--- config.mk ---
export PLATFORM = sky130hd
export DESIGN_NAME = handset_call_ctrl
export DESIGN_NICKNAME = d
export VERILOG_FILES = /design/src/rtl/hc_pkg.sv /design/src/rtl/hc_digit_buf.sv /design/src/rtl/hc_tick_timer.sv /design/src/rtl/handset_call_ctrl.sv
export SDC_FILE = /design/constraint.sdc
export NUM_CORES = 1
export LEC_CHECK = 0
export ABC_AREA = 1
export BUFFER_PORTS_ARGS = -buffer_cell sky130_fd_sc_hd__buf_4
export CORE_MARGIN = 2
export CORE_UTILIZATION = 60
export CTS_CLUSTER_DIAMETER = 60
export DETAILED_ROUTE_END_ITERATION = 16
export PLACE_DENSITY = 0.89
export SYNTH_ARGS = -nofsm -noshare
export SYNTH_HDL_FRONTEND = slang
export SYNTH_HIERARCHICAL = 1
export SYNTH_SLANG_ARGS = --single-unit
--- constraint.sdc ---
create_clock -name clk -period 4.59 [get_ports clk]
set_input_delay 0.918 -clock clk [delete_from_list [all_inputs] [get_ports clk]]
set_output_delay 0.918 -clock clk [all_outputs]
set_load 0.005 [all_outputs]
--- src/rtl/hc_pkg.sv ---
package hc_pkg;
    typedef enum logic [2:0] {
        ST_IDLE, ST_DIAL, ST_KEY, ST_CALL, ST_HUP, ST_SPEED, ST_CMD, ST_SLEEP
    } state_e;

    typedef enum logic [2:0] {
        TN_OFF   = 3'd0,
        TN_DIAL  = 3'd1,
        TN_DTMF  = 3'd2,
        TN_HUP   = 3'd3,
        TN_ALERT = 3'd4
    } tone_e;
endpackage

--- src/rtl/hc_digit_buf.sv ---
module hc_digit_buf #(
    parameter int DEPTH = 16,
    parameter int DW    = 4,
    parameter int CW    = $clog2(DEPTH + 1)
) (
    input  logic                clk,
    input  logic                rst_n,
    input  logic                clr,
    input  logic                push,
    input  logic [DW-1:0]       din,
    output logic [CW-1:0]       count,
    output logic                full,
    output logic [DEPTH*DW-1:0] flat
);
    localparam logic [CW-1:0] FULL_AT = CW'(DEPTH);

    assign full = (count == FULL_AT);

    always_ff @(posedge clk or negedge rst_n) begin
        if (!rst_n)               count <= '0;
        else if (clr)             count <= '0;
        else if (push && !full)   count <= count + 1'b1;
    end

    for (genvar g = 0; g < DEPTH; g++) begin : g_slot
        always_ff @(posedge clk or negedge rst_n) begin
            if (!rst_n)                              flat[g*DW +: DW] <= '0;
            else if (clr)                            flat[g*DW +: DW] <= '0;
            else if (push && count == CW'(g))        flat[g*DW +: DW] <= din;
        end
    end
endmodule

--- src/rtl/hc_tick_timer.sv ---
module hc_tick_timer #(
    parameter int TW = 24
) (
    input  logic          clk,
    input  logic          rst_n,
    input  logic          restart,
    input  logic          run,
    output logic [TW-1:0] value
);
    always_ff @(posedge clk or negedge rst_n) begin
        if (!rst_n)                  value <= '0;
        else if (restart)            value <= '0;
        else if (run && value != '1) value <= value + 1'b1;
    end
endmodule

--- src/rtl/handset_call_ctrl.sv ---
module handset_call_ctrl
    import hc_pkg::*;
#(
    parameter int DEPTH   = 16,
    parameter int KW      = 4,
    parameter int T_DIGIT = 400000,
    parameter int T_ALERT = 2000000,
    parameter int T_SLEEP = 6000000,
    parameter int CW      = $clog2(DEPTH + 1)
) (
    input  logic                clk,
    input  logic                rst_n,
    input  logic                off_hook,
    input  logic                key_held,
    input  logic [KW-1:0]       key_code,
    input  logic                r_key,
    input  logic                reset_sw,
    input  logic                far_hangup,
    output logic [2:0]          tone_sel,
    output logic [KW-1:0]       tone_key,
    output logic                place_call,
    output logic                sleep_req,
    output logic                speed_dial,
    output logic                cmd_mode,
    output logic [CW-1:0]       digit_count,
    output logic [DEPTH*KW-1:0] digits,
    output logic                overflow
);
    localparam int TW = $clog2(T_DIGIT + T_ALERT + T_SLEEP + 2);
    localparam logic [TW-1:0] DIGIT_LAST = TW'(T_DIGIT - 1);
    localparam logic [TW-1:0] ALERT_AT   = TW'(T_ALERT);
    localparam logic [TW-1:0] SLEEP_LAST = TW'(T_ALERT + T_SLEEP - 1);

    state_e          state_q, state_d;
    logic [KW-1:0]   key_q;
    logic            cmd_ret_q;
    logic            ovf_q, ovf_set;
    logic            call_q, go_call;
    logic            push, clr, full;
    logic [TW-1:0]   tmr;
    tone_e           tone;

    assign clr = !off_hook || reset_sw;

    hc_digit_buf #(.DEPTH(DEPTH), .DW(KW), .CW(CW)) buf_i (
        .clk(clk), .rst_n(rst_n), .clr(clr), .push(push), .din(key_q),
        .count(digit_count), .full(full), .flat(digits)
    );

    hc_tick_timer #(.TW(TW)) tmr_i (
        .clk(clk), .rst_n(rst_n),
        .restart((state_d != state_q) || reset_sw),
        .run(state_q == ST_DIAL),
        .value(tmr)
    );

    // next-state and transition events
    always_comb begin
        state_d = state_q;
        push    = 1'b0;
        ovf_set = 1'b0;
        go_call = 1'b0;
        if (!off_hook) begin
            state_d = ST_IDLE;
        end else if (reset_sw) begin
            state_d = ST_DIAL;
        end else begin
            unique case (state_q)
                ST_IDLE:  state_d = r_key ? ST_SPEED : ST_DIAL;
                ST_DIAL: begin
                    if (r_key) begin
                        state_d = ST_CMD;
                    end else if (key_held) begin
                        if (full) ovf_set = 1'b1;
                        else      state_d = ST_KEY;
                    end else if (digit_count != '0) begin
                        if (tmr == DIGIT_LAST) begin
                            state_d = ST_CALL;
                            go_call = 1'b1;
                        end
                    end else if (tmr == SLEEP_LAST) begin
                        state_d = ST_SLEEP;
                    end
                end
                ST_KEY: begin
                    if (!key_held) begin
                        push    = 1'b1;
                        state_d = ST_DIAL;
                    end
                end
                ST_CALL: begin
                    if (far_hangup) state_d = ST_HUP;
                    else if (r_key) state_d = ST_CMD;
                end
                ST_CMD:   if (!r_key) state_d = cmd_ret_q ? ST_CALL : ST_DIAL;
                ST_HUP, ST_SPEED, ST_SLEEP: state_d = state_q;
                default:  state_d = ST_IDLE;
            endcase
        end
    end

    // state register
    always_ff @(posedge clk or negedge rst_n) begin
        if (!rst_n) begin
            state_q   <= ST_IDLE;
            key_q     <= '0;
            cmd_ret_q <= 1'b0;
            ovf_q     <= 1'b0;
            call_q    <= 1'b0;
        end else begin
            state_q <= state_d;
            call_q  <= go_call;
            if (state_q == ST_DIAL && state_d == ST_KEY) key_q <= key_code;
            if (state_d == ST_CMD && state_q != ST_CMD)  cmd_ret_q <= (state_q == ST_CALL);
            if (clr)          ovf_q <= 1'b0;
            else if (ovf_set) ovf_q <= 1'b1;
        end
    end

    // outputs
    always_comb begin
        unique case (state_q)
            ST_DIAL: begin
                if (digit_count != '0)  tone = TN_OFF;
                else if (tmr >= ALERT_AT) tone = TN_ALERT;
                else                    tone = TN_DIAL;
            end
            ST_KEY:  tone = TN_DTMF;
            ST_HUP:  tone = TN_HUP;
            default: tone = TN_OFF;
        endcase
    end

    assign tone_sel   = tone;
    assign tone_key   = (state_q == ST_KEY) ? key_q : '0;
    assign place_call = call_q;
    assign sleep_req  = (state_q == ST_SLEEP);
    assign speed_dial = (state_q == ST_SPEED);
    assign cmd_mode   = (state_q == ST_CMD);
    assign overflow   = ovf_q;
endmodule

==> impl_results.html, run 1 <==
<table>
<tr><th>Metric</th><th>Value</th></tr>
<tr><th colspan="2">Run status</th></tr>
<tr><td>Outcome</td><td>finished clean</td></tr>
<tr><th colspan="2">Clock tree</th></tr>
<tr><td>Worst-skew pair later-pin latency</td><td>approximately 0.38 ns</td></tr>
<tr><td>Maximum clock path buffer count</td><td>2</td></tr>
<tr><td>Clock sink total</td><td>around 100</td></tr>
<tr><td>Clock-pin slew reported for the worst setup and hold paths after clock tree synthesis</td><td>0.11 ns</td></tr>
<tr><td>CTS H-tree lvls</td><td>3</td></tr>
<tr><td>TritonCTS buffer count</td><td>9</td></tr>
<tr><td>Cell at the root of the clock tree</td><td>sky130_fd_sc_hd__clkbuf_8</td></tr>
<tr><td># resized after CTS</td><td>0</td></tr>
<tr><td>TritonCTS clock tree</td><td>done</td></tr>
<tr><td>Post-cts hold buffer count</td><td>0</td></tr>
<tr><td>Number of buffers added for setup after CTS</td><td>0</td></tr>
<tr><th colspan="2">Power and ir drop</th></tr>
<tr><td>Highest ir drop seen on vdd</td><td>174 uV</td></tr>
<tr><td>Tot Pwr</td><td>roughly 1.6 mW</td></tr>
<tr><td>Total leakage power</td><td>around 3.7 nW</td></tr>
<tr><td>PwrDens</td><td>between 200 and 250 nW/um2</td></tr>
<tr><th colspan="2">Synthesis</th></tr>
<tr><td>Post-Syn Nets</td><td>805</td></tr>
<tr><td>Synth unique cells</td><td>39</td></tr>
<tr><td>Fraction of the yosys area taken by sequential cells</td><td>a little under half</td></tr>
<tr><td>Average size of a mapped cell</td><td>between 7 and 8 um2</td></tr>
<tr><td>Combined area of all synthesized cells</td><td>~5700 um2</td></tr>
<tr><td>Count of state elements after synthesis</td><td>roughly 100</td></tr>
<tr><td>Yosys Warn Count</td><td>6</td></tr>
<tr><td>Post-Syn Instances</td><td>around 790</td></tr>
<tr><th colspan="2">Timing</th></tr>
<tr><td>Post-layout minimum cycle time</td><td>3.52 ns</td></tr>
<tr><td>Setup repair after global routing missed its margin</td><td>no</td></tr>
<tr><td>Final count of hold timing violations</td><td>0</td></tr>
<tr><td>Max Slew Vio Count</td><td>0</td></tr>
<tr><td>Slew at the pin closest to its max-slew limit</td><td>about 1.2 ns</td></tr>
<tr><td>Top achievable clock speed</td><td>roughly 0.28 GHz</td></tr>
<tr><td>Finish-stage setup viols</td><td>0</td></tr>
<tr><td>Setup clock skew after layout</td><td>roughly 0.019 ns</td></tr>
<tr><td>Hold slack final</td><td>0.516 ns</td></tr>
<tr><td>Sum Neg Setup Slack</td><td>0 ns</td></tr>
<tr><td>Final period utilization</td><td>roughly three quarters</td></tr>
<tr><td>Relative slew slack</td><td>around 22%</td></tr>
<tr><th colspan="2">Worst setup path</th></tr>
<tr><td>Largest stage delay on the critical path</td><td>approximately 0.55 ns</td></tr>
<tr><td>Setup slack, reg-to-reg</td><td>between 1 and 1.5 ns</td></tr>
<tr><td>Max stage delay cell, worst path</td><td>sky130_fd_sc_hd__clkinv_1</td></tr>
<tr><td>Worst reg2reg endpoint</td><td>tmr_i/value[19]$_DFFE_PN0P_</td></tr>
<tr><td>Ordered list of cells on the worst path</td><td>inv_1, ha_1, nand2_1, inv_1, nand2_1, inv_1, nand3_1, nand2_1, inv_1, nand2_1, nand2_1, nand2_1, nand2_1, nor2_1, nor2_1, nand2_1, clkinv_1, nand2_4, inv_6, nand2_1, nand2_1</td></tr>
<tr><td>R2R cell count</td><td>21</td></tr>
<tr><td>Endpoint type of the worst setup path</td><td>flip-flop</td></tr>
<tr><td>Crit start category</td><td>flip-flop</td></tr>
<tr><td>Worst path bufs/invs</td><td>6</td></tr>
<tr><td>Arrival time worst endpoint</td><td>roughly 3.8 ns</td></tr>
<tr><td>Critical path required time</td><td>4.85 ns</td></tr>
<tr><td>Critical path class</td><td>reg -&gt; reg</td></tr>
<tr><td>Worst-path fanout max</td><td>19</td></tr>
<tr><td>Most used cell along the critical path</td><td>sky130_fd_sc_hd__nand2_1</td></tr>
<tr><td>Top Family by Delay on Critical Path</td><td>simple AND/OR/NAND/NOR gates</td></tr>
<tr><td>Launch point of the worst reg-to-reg path</td><td>buf_i/count[0]$_DFFE_PN0P_</td></tr>
<tr><th colspan="2">Cells and area</th></tr>
<tr><td>Final standard cell area without fillers</td><td>approximately 6600 um2</td></tr>
<tr><td>Number of antenna repair diodes</td><td>0</td></tr>
<tr><td>Final standard cell count with taps included and fillers excluded</td><td>~990</td></tr>
<tr><td>Nets</td><td>890</td></tr>
<tr><td>Count of filler cells inserted in the layout</td><td>roughly 720</td></tr>
<tr><td>Share of cells above drive strength 1</td><td>16.4%</td></tr>
<tr><td>Relative area change from synthesis to final layout</td><td>16.3%</td></tr>
<tr><th colspan="2">Drt</th></tr>
<tr><td>Number of vias per cell</td><td>roughly 5.5</td></tr>
<tr><td>DR iter-0 viols</td><td>350</td></tr>
<tr><td>Initial DRT Pass Iterations</td><td>7</td></tr>
<tr><td>Detailed-route via count</td><td>5443</td></tr>
<tr><td>Avg WL per Cell</td><td>around 14 um</td></tr>
<tr><td>Final Routed Wirelength</td><td>~14000 um</td></tr>
<tr><td>Count of antenna-violating nets left after detailed routing</td><td>0</td></tr>
<tr><td>Number of remaining DRC errors</td><td>0</td></tr>
<tr><th colspan="2">Die</th></tr>
<tr><td>Standard cell core area</td><td>around 9000 um2</td></tr>
<tr><td>Number of ports placed on the die boundary</td><td>92</td></tr>
<tr><td>Floorplan die height</td><td>~100 um</td></tr>
<tr><td>Die Footprint</td><td>10200 um2</td></tr>
<tr><td>Die width</td><td>between 100 and 150 um</td></tr>
<tr><td>Initial Utilization</td><td>61.6%</td></tr>
<tr><td>Row Count</td><td>35</td></tr>
<tr><th colspan="2">Global routing</th></tr>
<tr><td>Global-route wire length before repair</td><td>approximately 23000 um</td></tr>
<tr><td>GR Overflow Total</td><td>0</td></tr>
<tr><td>Vias in the first global route</td><td>5203</td></tr>
<tr><td>Maximum number of pins on one net before global-route repair</td><td>slightly above 80</td></tr>
<tr><td>Global-route usage over all layers</td><td>between 20 and 30%</td></tr>
<tr><td>Antenna violations before repair</td><td>0</td></tr>
<tr><th colspan="2">Worst hold path</th></tr>
<tr><td>Hold worst-path end</td><td>buf_i/flat[40]$_DFFE_PN0P_</td></tr>
<tr><td>Hold-critical path depth</td><td>2</td></tr>
<tr><td>Hold Crit Start</td><td>buf_i/flat[40]$_DFFE_PN0P_</td></tr>
<tr><td>Class of the tightest hold or removal check</td><td>reg -&gt; reg</td></tr>
<tr><th colspan="2">Place</th></tr>
<tr><td>Post-DP HPWL</td><td>about 10000 um</td></tr>
<tr><td>Final estimated routing congestion in global placement</td><td>around 0.94</td></tr>
<tr><td>Number of port buffers</td><td>91</td></tr>
<tr><td>Number of placed cells counting well taps</td><td>approximately 970</td></tr>
<tr><td>Placed cell area</td><td>around 6400 um2</td></tr>
<tr><th colspan="2">Run</th></tr>
<tr><td>Max Cap Violations</td><td>0</td></tr>
</table>
## cells in the final DEF, fill, tap and decap left out, types with 3 or more instances in the layout
master | Yosys | routed
sky130_fd_sc_hd__nor3_1 | 5 | 5
sky130_fd_sc_hd__buf_4 | 3 | 93
sky130_fd_sc_hd__nand4_1 | 8 | 8
sky130_fd_sc_hd__inv_2 | 4 | 5
sky130_fd_sc_hd__ha_1 | 6 | 6
sky130_fd_sc_hd__a21oi_1 | 13 | 13
sky130_fd_sc_hd__clkbuf_8 | 0 | 9
sky130_fd_sc_hd__inv_8 | 1 | 4
sky130_fd_sc_hd__nand2_1 | 289 | 289
sky130_fd_sc_hd__nand3_1 | 112 | 112
sky130_fd_sc_hd__xor2_1 | 3 | 3
sky130_fd_sc_hd__inv_6 | 1 | 3
sky130_fd_sc_hd__o21ai_2 | 3 | 3
sky130_fd_sc_hd__nor2_2 | 8 | 8
sky130_fd_sc_hd__dfrtp_1 | 103 | 103
sky130_fd_sc_hd__inv_1 | 86 | 85
sky130_fd_sc_hd__o21ai_0 | 22 | 22
sky130_fd_sc_hd__nand2_2 | 5 | 5
sky130_fd_sc_hd__nor2_1 | 77 | 77
## where the power goes
group	switching, mW	internal, mW
Clock	0.341	0.212
Sequential	0.0129	0.917
Combinational	0.113	0.0346
Total	0.466	1.16
## registers in the layout, summed over array words and instances, names as in the netlist
name,cells
cmd_ret_q,1
buf_i/flat,64
state_q,3
place_call,1
key_q,4
tmr_i/value,24
overflow,1
buf_i/count,5
## through the flow
stage	worst slack [ns]	util (%)
finish	1.07	71.7
global route	0.768	71.7
CTS	1.14	71.7
detailed placement	0.991	69.6
global placement	1.14	69.6
floorplan	1.91	-
## kinds of logic (layout without fill, tap and decap cells)
family / count (synthesis) / after routing / share of synthesized area, %
xor gates and xnor gates: 5 / 5 / 0.773
DFF: 103 / 103 / 45.5
AOI/OAI and AO/OA: 45 / 45 / 4.79
adders and majority gates: 6 / 6 / 1.32
and+or+nand+nor: 516 / 516 / 39.4
buffers and inverters: 113 / 203 / 8.24
## synth_stat cells
| cell type | instances | area, um2 |
|---|---|---|
| sky130_fd_sc_hd__or2_2 | 1 | 6.26 |
| sky130_fd_sc_hd__nand2_4 | 2 | 22.5 |
| sky130_fd_sc_hd__nand2_2 | 5 | 31.3 |
| sky130_fd_sc_hd__inv_6 | 1 | 8.76 |
| sky130_fd_sc_hd__nor4_4 | 1 | 21.3 |
| sky130_fd_sc_hd__buf_8 | 1 | 15.0 |
| sky130_fd_sc_hd__nor3_4 | 1 | 16.3 |
| sky130_fd_sc_hd__and2_0 | 1 | 6.26 |
| sky130_fd_sc_hd__nand3_2 | 1 | 10.0 |
| sky130_fd_sc_hd__buf_1 | 6 | 22.5 |
| sky130_fd_sc_hd__inv_2 | 4 | 15.0 |
| sky130_fd_sc_hd__nor3_2 | 1 | 10.0 |
| sky130_fd_sc_hd__a21oi_4 | 2 | 32.5 |
| sky130_fd_sc_hd__nand4_1 | 8 | 50.1 |
| sky130_fd_sc_hd__nor2_1 | 77 | 289 |
| sky130_fd_sc_hd__xor2_1 | 3 | 26.3 |
| sky130_fd_sc_hd__clkbuf_1 | 3 | 11.3 |
| sky130_fd_sc_hd__a31oi_1 | 1 | 6.26 |
| sky130_fd_sc_hd__nor2_2 | 8 | 50.1 |
| sky130_fd_sc_hd__nor3_1 | 5 | 25.0 |
| sky130_fd_sc_hd__ha_1 | 6 | 75.1 |
| sky130_fd_sc_hd__nor2_8 | 1 | 20.0 |
| sky130_fd_sc_hd__xnor2_1 | 2 | 17.5 |
| sky130_fd_sc_hd__nand3_1 | 112 | 561 |
| sky130_fd_sc_hd__o31ai_1 | 1 | 7.51 |
| sky130_fd_sc_hd__dfrtp_1 | 103 | 2580 |
| sky130_fd_sc_hd__o21ai_2 | 3 | 26.3 |
| sky130_fd_sc_hd__o21ai_0 | 22 | 110 |
| sky130_fd_sc_hd__inv_8 | 1 | 11.3 |
| sky130_fd_sc_hd__buf_4 | 3 | 22.5 |
| sky130_fd_sc_hd__o21bai_1 | 2 | 15.0 |
| sky130_fd_sc_hd__nand2_1 | 289 | 1080 |
| sky130_fd_sc_hd__o2111ai_1 | 1 | 8.76 |
| sky130_fd_sc_hd__nor2_4 | 2 | 22.5 |
| sky130_fd_sc_hd__a21oi_1 | 13 | 65.1 |
| sky130_fd_sc_hd__buf_2 | 6 | 30.0 |
| sky130_fd_sc_hd__inv_1 | 86 | 323 |
| sky130_fd_sc_hd__or2_1 | 1 | 6.26 |
| sky130_fd_sc_hd__clkinv_1 | 2 | 7.51 |
## how the worst max path moves through the flow
| stage | depth (start not counted) | from | slack (ns) | endpoint |
|---|---|---|---|---|
| 2_1_floorplan | 17 | r_key | 1.91 | tmr_i/value[19]$_DFFE_PN0P_ |
| 3_3_place_gp | 16 | r_key | 1.14 | tmr_i/value[16]$_DFFE_PN0P_ |
| 3_5_place_dp | 16 | r_key | 0.99 | tmr_i/value[17]$_DFFE_PN0P_ |
| 4_1_cts | 21 | buf_i/count[0]$_DFFE_PN0P_ | 1.14 | tmr_i/value[17]$_DFFE_PN0P_ |
| 5_1_grt | 18 | buf_i/count[2]$_DFFE_PN0P_ | 0.77 | tmr_i/value[15]$_DFFE_PN0P_ |
| 6_report | 21 | buf_i/count[0]$_DFFE_PN0P_ | 1.07 | tmr_i/value[19]$_DFFE_PN0P_ |
## layer usage
layer	part of all wire, %	wire [um]	global-route usage [%]
met2	49	6940	48.3
met3	6.6	930	4.49
met5	0	0	0
met4	2.2	307	11.5
met1	42	6010	36.3
## final cells by class
type	instances	area, um2	share of cell area (%)
Timing Repair Buffer	93	698	10.6
Tap cell	111	139	2.11
Inverter	94	365	5.54
Clock buffer	9	124	1.88
Sequential cell	103	2580	39.1
Multi-Input combinational cell	572	2620	39.8
Clock inverter	7	63.8	0.968
## tightest hold or removal path: stages (launching register included)
cell and delay, ns:
sky130_fd_sc_hd__dfrtp_1 0.36, sky130_fd_sc_hd__nand3_1 0.08, sky130_fd_sc_hd__nand2_1 0.05
Note: power is estimated with default switching activity, not from simulation.
==> run 2, diff against run 1 <==
--- a/config.mk
+++ b/config.mk
@@ -8,10 +8,10 @@
 export ABC_AREA = 1
 export BUFFER_PORTS_ARGS = -buffer_cell sky130_fd_sc_hd__buf_4
 export CORE_MARGIN = 2
-export CORE_UTILIZATION = 60
+export CORE_UTILIZATION = 57
 export CTS_CLUSTER_DIAMETER = 60
 export DETAILED_ROUTE_END_ITERATION = 16
-export PLACE_DENSITY = 0.89
+export PLACE_DENSITY = 0.85
 export SYNTH_ARGS = -nofsm -noshare
 export SYNTH_HDL_FRONTEND = slang
 export SYNTH_HIERARCHICAL = 1
==> constraint.sdc (replaced) <==
create_clock -name clk -period 3.27 [get_ports clk]
set_input_delay 0.654 -clock clk [delete_from_list [all_inputs] [get_ports clk]]
set_output_delay 0.654 -clock clk [all_outputs]
set_load 0.005 [all_outputs]
==> impl_results.html, run 2 (same netlist as run 1, synthesis figures left out) <==
<table>
<tr><th>Metric</th><th>Value</th></tr>
<tr><th colspan="2">Drt</th></tr>
<tr><td>Initial DRT Pass Iterations</td><td>5 (-2)</td></tr>
<tr><td>Number of vias per cell</td><td>5.47 (-0.59%)</td></tr>
<tr><td>Count of antenna-violating nets left after detailed routing</td><td>0 (unchanged)</td></tr>
<tr><td>Detailed-route via count</td><td>5542 (+1.8%)</td></tr>
<tr><td>Number of remaining DRC errors</td><td>0 (unchanged)</td></tr>
<tr><td>Final Routed Wirelength</td><td>14500 um (+2.3%)</td></tr>
<tr><td>DR iter-0 viols</td><td>415 (+19%)</td></tr>
<tr><td>Avg WL per Cell</td><td>14.3 um (about the same)</td></tr>
<tr><th colspan="2">Place</th></tr>
<tr><td>Final estimated routing congestion in global placement</td><td>0.920 (-2.2%)</td></tr>
<tr><td>Post-DP HPWL</td><td>10400 um (+2.4%)</td></tr>
<tr><td>Placed cell area</td><td>6460 um2 (+0.98%)</td></tr>
<tr><td>Number of port buffers</td><td>91 (unchanged)</td></tr>
<tr><th colspan="2">Timing</th></tr>
<tr><td>Sum Neg Setup Slack</td><td>0 ns (unchanged)</td></tr>
<tr><td>Slew at the pin closest to its max-slew limit</td><td>0.739 ns (-0.427 ns)</td></tr>
<tr><td>Setup repair after global routing missed its margin</td><td>no</td></tr>
<tr><td>Relative slew slack</td><td>50.7% (+28 points)</td></tr>
<tr><td>Top achievable clock speed</td><td>0.345 GHz (+21%)</td></tr>
<tr><td>Final count of hold timing violations</td><td>0 (unchanged)</td></tr>
<tr><td>Setup clock skew after layout</td><td>0.00941 ns (-0.00926 ns)</td></tr>
<tr><td>Post-layout minimum cycle time</td><td>2.90 ns (-0.620 ns)</td></tr>
<tr><td>Max Slew Vio Count</td><td>0 (unchanged)</td></tr>
<tr><td>Final period utilization</td><td>88.8% (+12 points)</td></tr>
<tr><td>Hold slack final</td><td>0.339 ns (-0.176 ns)</td></tr>
<tr><td>Finish-stage setup viols</td><td>0 (unchanged)</td></tr>
<tr><th colspan="2">Global routing</th></tr>
<tr><td>M2 GR Usage</td><td>47.6% (-0.71 points)</td></tr>
<tr><td>Layer with the highest usage after global routing</td><td>met2</td></tr>
<tr><td>Global-route usage over all layers</td><td>27.6% (-0.80 points)</td></tr>
<tr><td>Global-route wire length before repair</td><td>24200 um (+3.6%)</td></tr>
<tr><td>Antenna violations before repair</td><td>0 (unchanged)</td></tr>
<tr><td>Met1 Track Usage GR</td><td>34.6% (-1.7 points)</td></tr>
<tr><td>Maximum number of pins on one net before global-route repair</td><td>71 (-14%)</td></tr>
<tr><td>Met3 capacity usage during global routing</td><td>4.15% (-0.33 points)</td></tr>
<tr><td>Vias in the first global route</td><td>5211 (+0.15%)</td></tr>
<tr><td>GR Overflow Total</td><td>0 (unchanged)</td></tr>
<tr><th colspan="2">Worst setup path</th></tr>
<tr><td>Most used cell along the critical path</td><td>sky130_fd_sc_hd__nand2_1</td></tr>
<tr><td>Max stage delay cell, worst path</td><td>sky130_fd_sc_hd__dfrtp_1</td></tr>
<tr><td>Worst-path fanout max</td><td>17 (-2)</td></tr>
<tr><td>Crit start category</td><td>flip-flop</td></tr>
<tr><td>Largest stage delay on the critical path</td><td>0.46 ns (-0.09 ns)</td></tr>
<tr><td>Ordered list of cells on the worst path</td><td>inv_1, ha_1, nand2_1, inv_1, nand2_1, inv_1, o21ai_0, nand2_1, nand2_2, nand2_1, nand3_1, nand2_1, nor2_1, nand2_1, clkinv_1, buf_4, nand2_1, a21oi_1, nand2_1, o21ai_2</td></tr>
<tr><td>Worst path bufs/invs</td><td>5 (-1)</td></tr>
<tr><td>Arrival time worst endpoint</td><td>3.21 ns (-0.57 ns)</td></tr>
<tr><td>Critical path required time</td><td>3.57 ns (-1.28 ns)</td></tr>
<tr><td>Top Family by Delay on Critical Path</td><td>simple AND/OR/NAND/NOR gates</td></tr>
<tr><td>Critical path class</td><td>reg -&gt; reg</td></tr>
<tr><td>Endpoint type of the worst setup path</td><td>flip-flop</td></tr>
<tr><th colspan="2">Clock tree</th></tr>
<tr><td>Maximum clock path buffer count</td><td>2 (unchanged)</td></tr>
<tr><td>Clock sink total</td><td>103 (unchanged)</td></tr>
<tr><td>Number of buffers added for setup after CTS</td><td>0 (unchanged)</td></tr>
<tr><td>CTS H-tree lvls</td><td>3 (unchanged)</td></tr>
<tr><td>Clock-pin slew reported for the worst setup and hold paths after clock tree synthesis</td><td>0.09 ns (-0.02 ns)</td></tr>
<tr><td>TritonCTS clock tree</td><td>done</td></tr>
<tr><td># resized after CTS</td><td>0 (unchanged)</td></tr>
<tr><td>Post-cts hold buffer count</td><td>0 (unchanged)</td></tr>
<tr><td>Worst-skew pair later-pin latency</td><td>0.37 ns (about the same)</td></tr>
<tr><td>TritonCTS buffer count</td><td>9 (unchanged)</td></tr>
<tr><td>Cell at the root of the clock tree</td><td>sky130_fd_sc_hd__clkbuf_8</td></tr>
<tr><th colspan="2">Cells and area</th></tr>
<tr><td>Share of cells above drive strength 1</td><td>16.5% (+0.076 points)</td></tr>
<tr><td>Post-route core utilization</td><td>68.3% (-3.3 points)</td></tr>
<tr><td>Nets</td><td>893 (+0.34%)</td></tr>
<tr><td>Relative area change from synthesis to final layout</td><td>17.3%</td></tr>
<tr><td>Regs by FF count</td><td>buf_i/flat: 64 flops, tmr_i/value: 24 flops, buf_i/count: 5 flops</td></tr>
<tr><td>Commonest cells after routing, fill and taps aside</td><td>289 x sky130_fd_sc_hd__nand2_1, 112 x sky130_fd_sc_hd__nand3_1, 103 x sky130_fd_sc_hd__dfrtp_1</td></tr>
<tr><td>Count of filler cells inserted in the layout</td><td>826 (+15%)</td></tr>
<tr><td>Flip-flop count of the largest register after layout</td><td>64 (unchanged)</td></tr>
<tr><td>Number of antenna repair diodes</td><td>0 (unchanged)</td></tr>
<tr><td>Final standard cell area without fillers</td><td>6650 um2 (+0.87%)</td></tr>
<tr><td>Register bank with the most flops</td><td>buf_i/flat</td></tr>
<tr><td>Most frequent standard cell in the layout excluding fill and tap cells</td><td>sky130_fd_sc_hd__nand2_1</td></tr>
<tr><th colspan="2">Die</th></tr>
<tr><td>Floorplan die height</td><td>104 um (+2.5%)</td></tr>
<tr><td>Number of ports placed on the die boundary</td><td>92 (unchanged)</td></tr>
<tr><td>Initial Utilization</td><td>58.2% (-3.4 points)</td></tr>
<tr><td>Die width</td><td>104 um (+2.5%)</td></tr>
<tr><td>Row Count</td><td>36 (+2.9%)</td></tr>
<tr><td>Die Footprint</td><td>10800 um2 (+5.1%)</td></tr>
<tr><td>Standard cell core area</td><td>9730 um2 (+5.8%)</td></tr>
<tr><th colspan="2">Power and ir drop</th></tr>
<tr><td>Highest ir drop seen on vdd</td><td>193 uV (+11%)</td></tr>
<tr><td>Total leakage power</td><td>3.68 nW (+0.37%)</td></tr>
<tr><td>Tot Pwr</td><td>2.28 mW (+40%)</td></tr>
<tr><td>PwrDens</td><td>343 nW/um2 (+39%)</td></tr>
<tr><th colspan="2">Run</th></tr>
<tr><td>Max Cap Violations</td><td>0 (unchanged)</td></tr>
<tr><th colspan="2">Worst hold path</th></tr>
<tr><td>Class of the tightest hold or removal check</td><td>in -&gt; async</td></tr>
<tr><th colspan="2">Run status</th></tr>
<tr><td>Outcome</td><td>finished clean</td></tr>
</table>
## run 2: cell count changes in the layout (fill, tap and decap cells not counted), sizes merged
cell    previous run  this run
inv               97        93
buf               93        96
clkbuf             9        12
## run 2: final cells by class
cell class              count  area [um2]  share of cell area [%]
repair buffers             96         733                    11.0
inverters                  94         365                    5.50
clock inverters             3        27.5                   0.414
well taps                 133         166                    2.50
multi-input cells         572        2620                    39.5
flip-flops and latches    103        2580                    38.8
clock buffers              12         155                    2.33
## run 2: worst paths after layout
check | startpoint | to | slack, ns | cells past startpoint
hold reg to reg | cmd_ret_q$_DFFE_PN0P_ | cmd_ret_q$_DFFE_PN0P_ | 0.51 | 2
hold / removal | rst_n | key_q[0]$_DFFE_PN0P_ | 0.34 | 1
min in group clk | cmd_ret_q$_DFFE_PN0P_ | cmd_ret_q$_DFFE_PN0P_ | 0.51 | 2
max in group asynchronous | rst_n | buf_i/flat[15]$_DFFE_PN0P_ | 2.22 | 2
setup reg to reg | buf_i/count[0]$_DFFE_PN0P_ | tmr_i/value[10]$_DFFE_PN0P_ | 0.37 | 20
setup / recovery | buf_i/count[0]$_DFFE_PN0P_ | tmr_i/value[10]$_DFFE_PN0P_ | 0.37 | 20
## run 2: per-layer routing
metal  vias up  routed length [um]
met5         -                   0
met1      2620                6060
li1       2647                   -
met2       241                7230
met3        34                 901
met4         0                 340
## run 2: power breakdown
part | internal, mW | switching, mW
Sequential | 1.29 | 0.0187
Combinational | 0.0537 | 0.160
Clock | 0.322 | 0.439
Total | 1.66 | 0.618
## run 2: stage by stage
stage | cells | setup WS (ns)
after floorplan | 788 | 0.755
after global placement | 998 | 0.614
after detailed placement | 998 | 0.484
after CTS | 1013 | 0.441
after global routing | 1013 | 0.0437
final | 1013 | 0.368
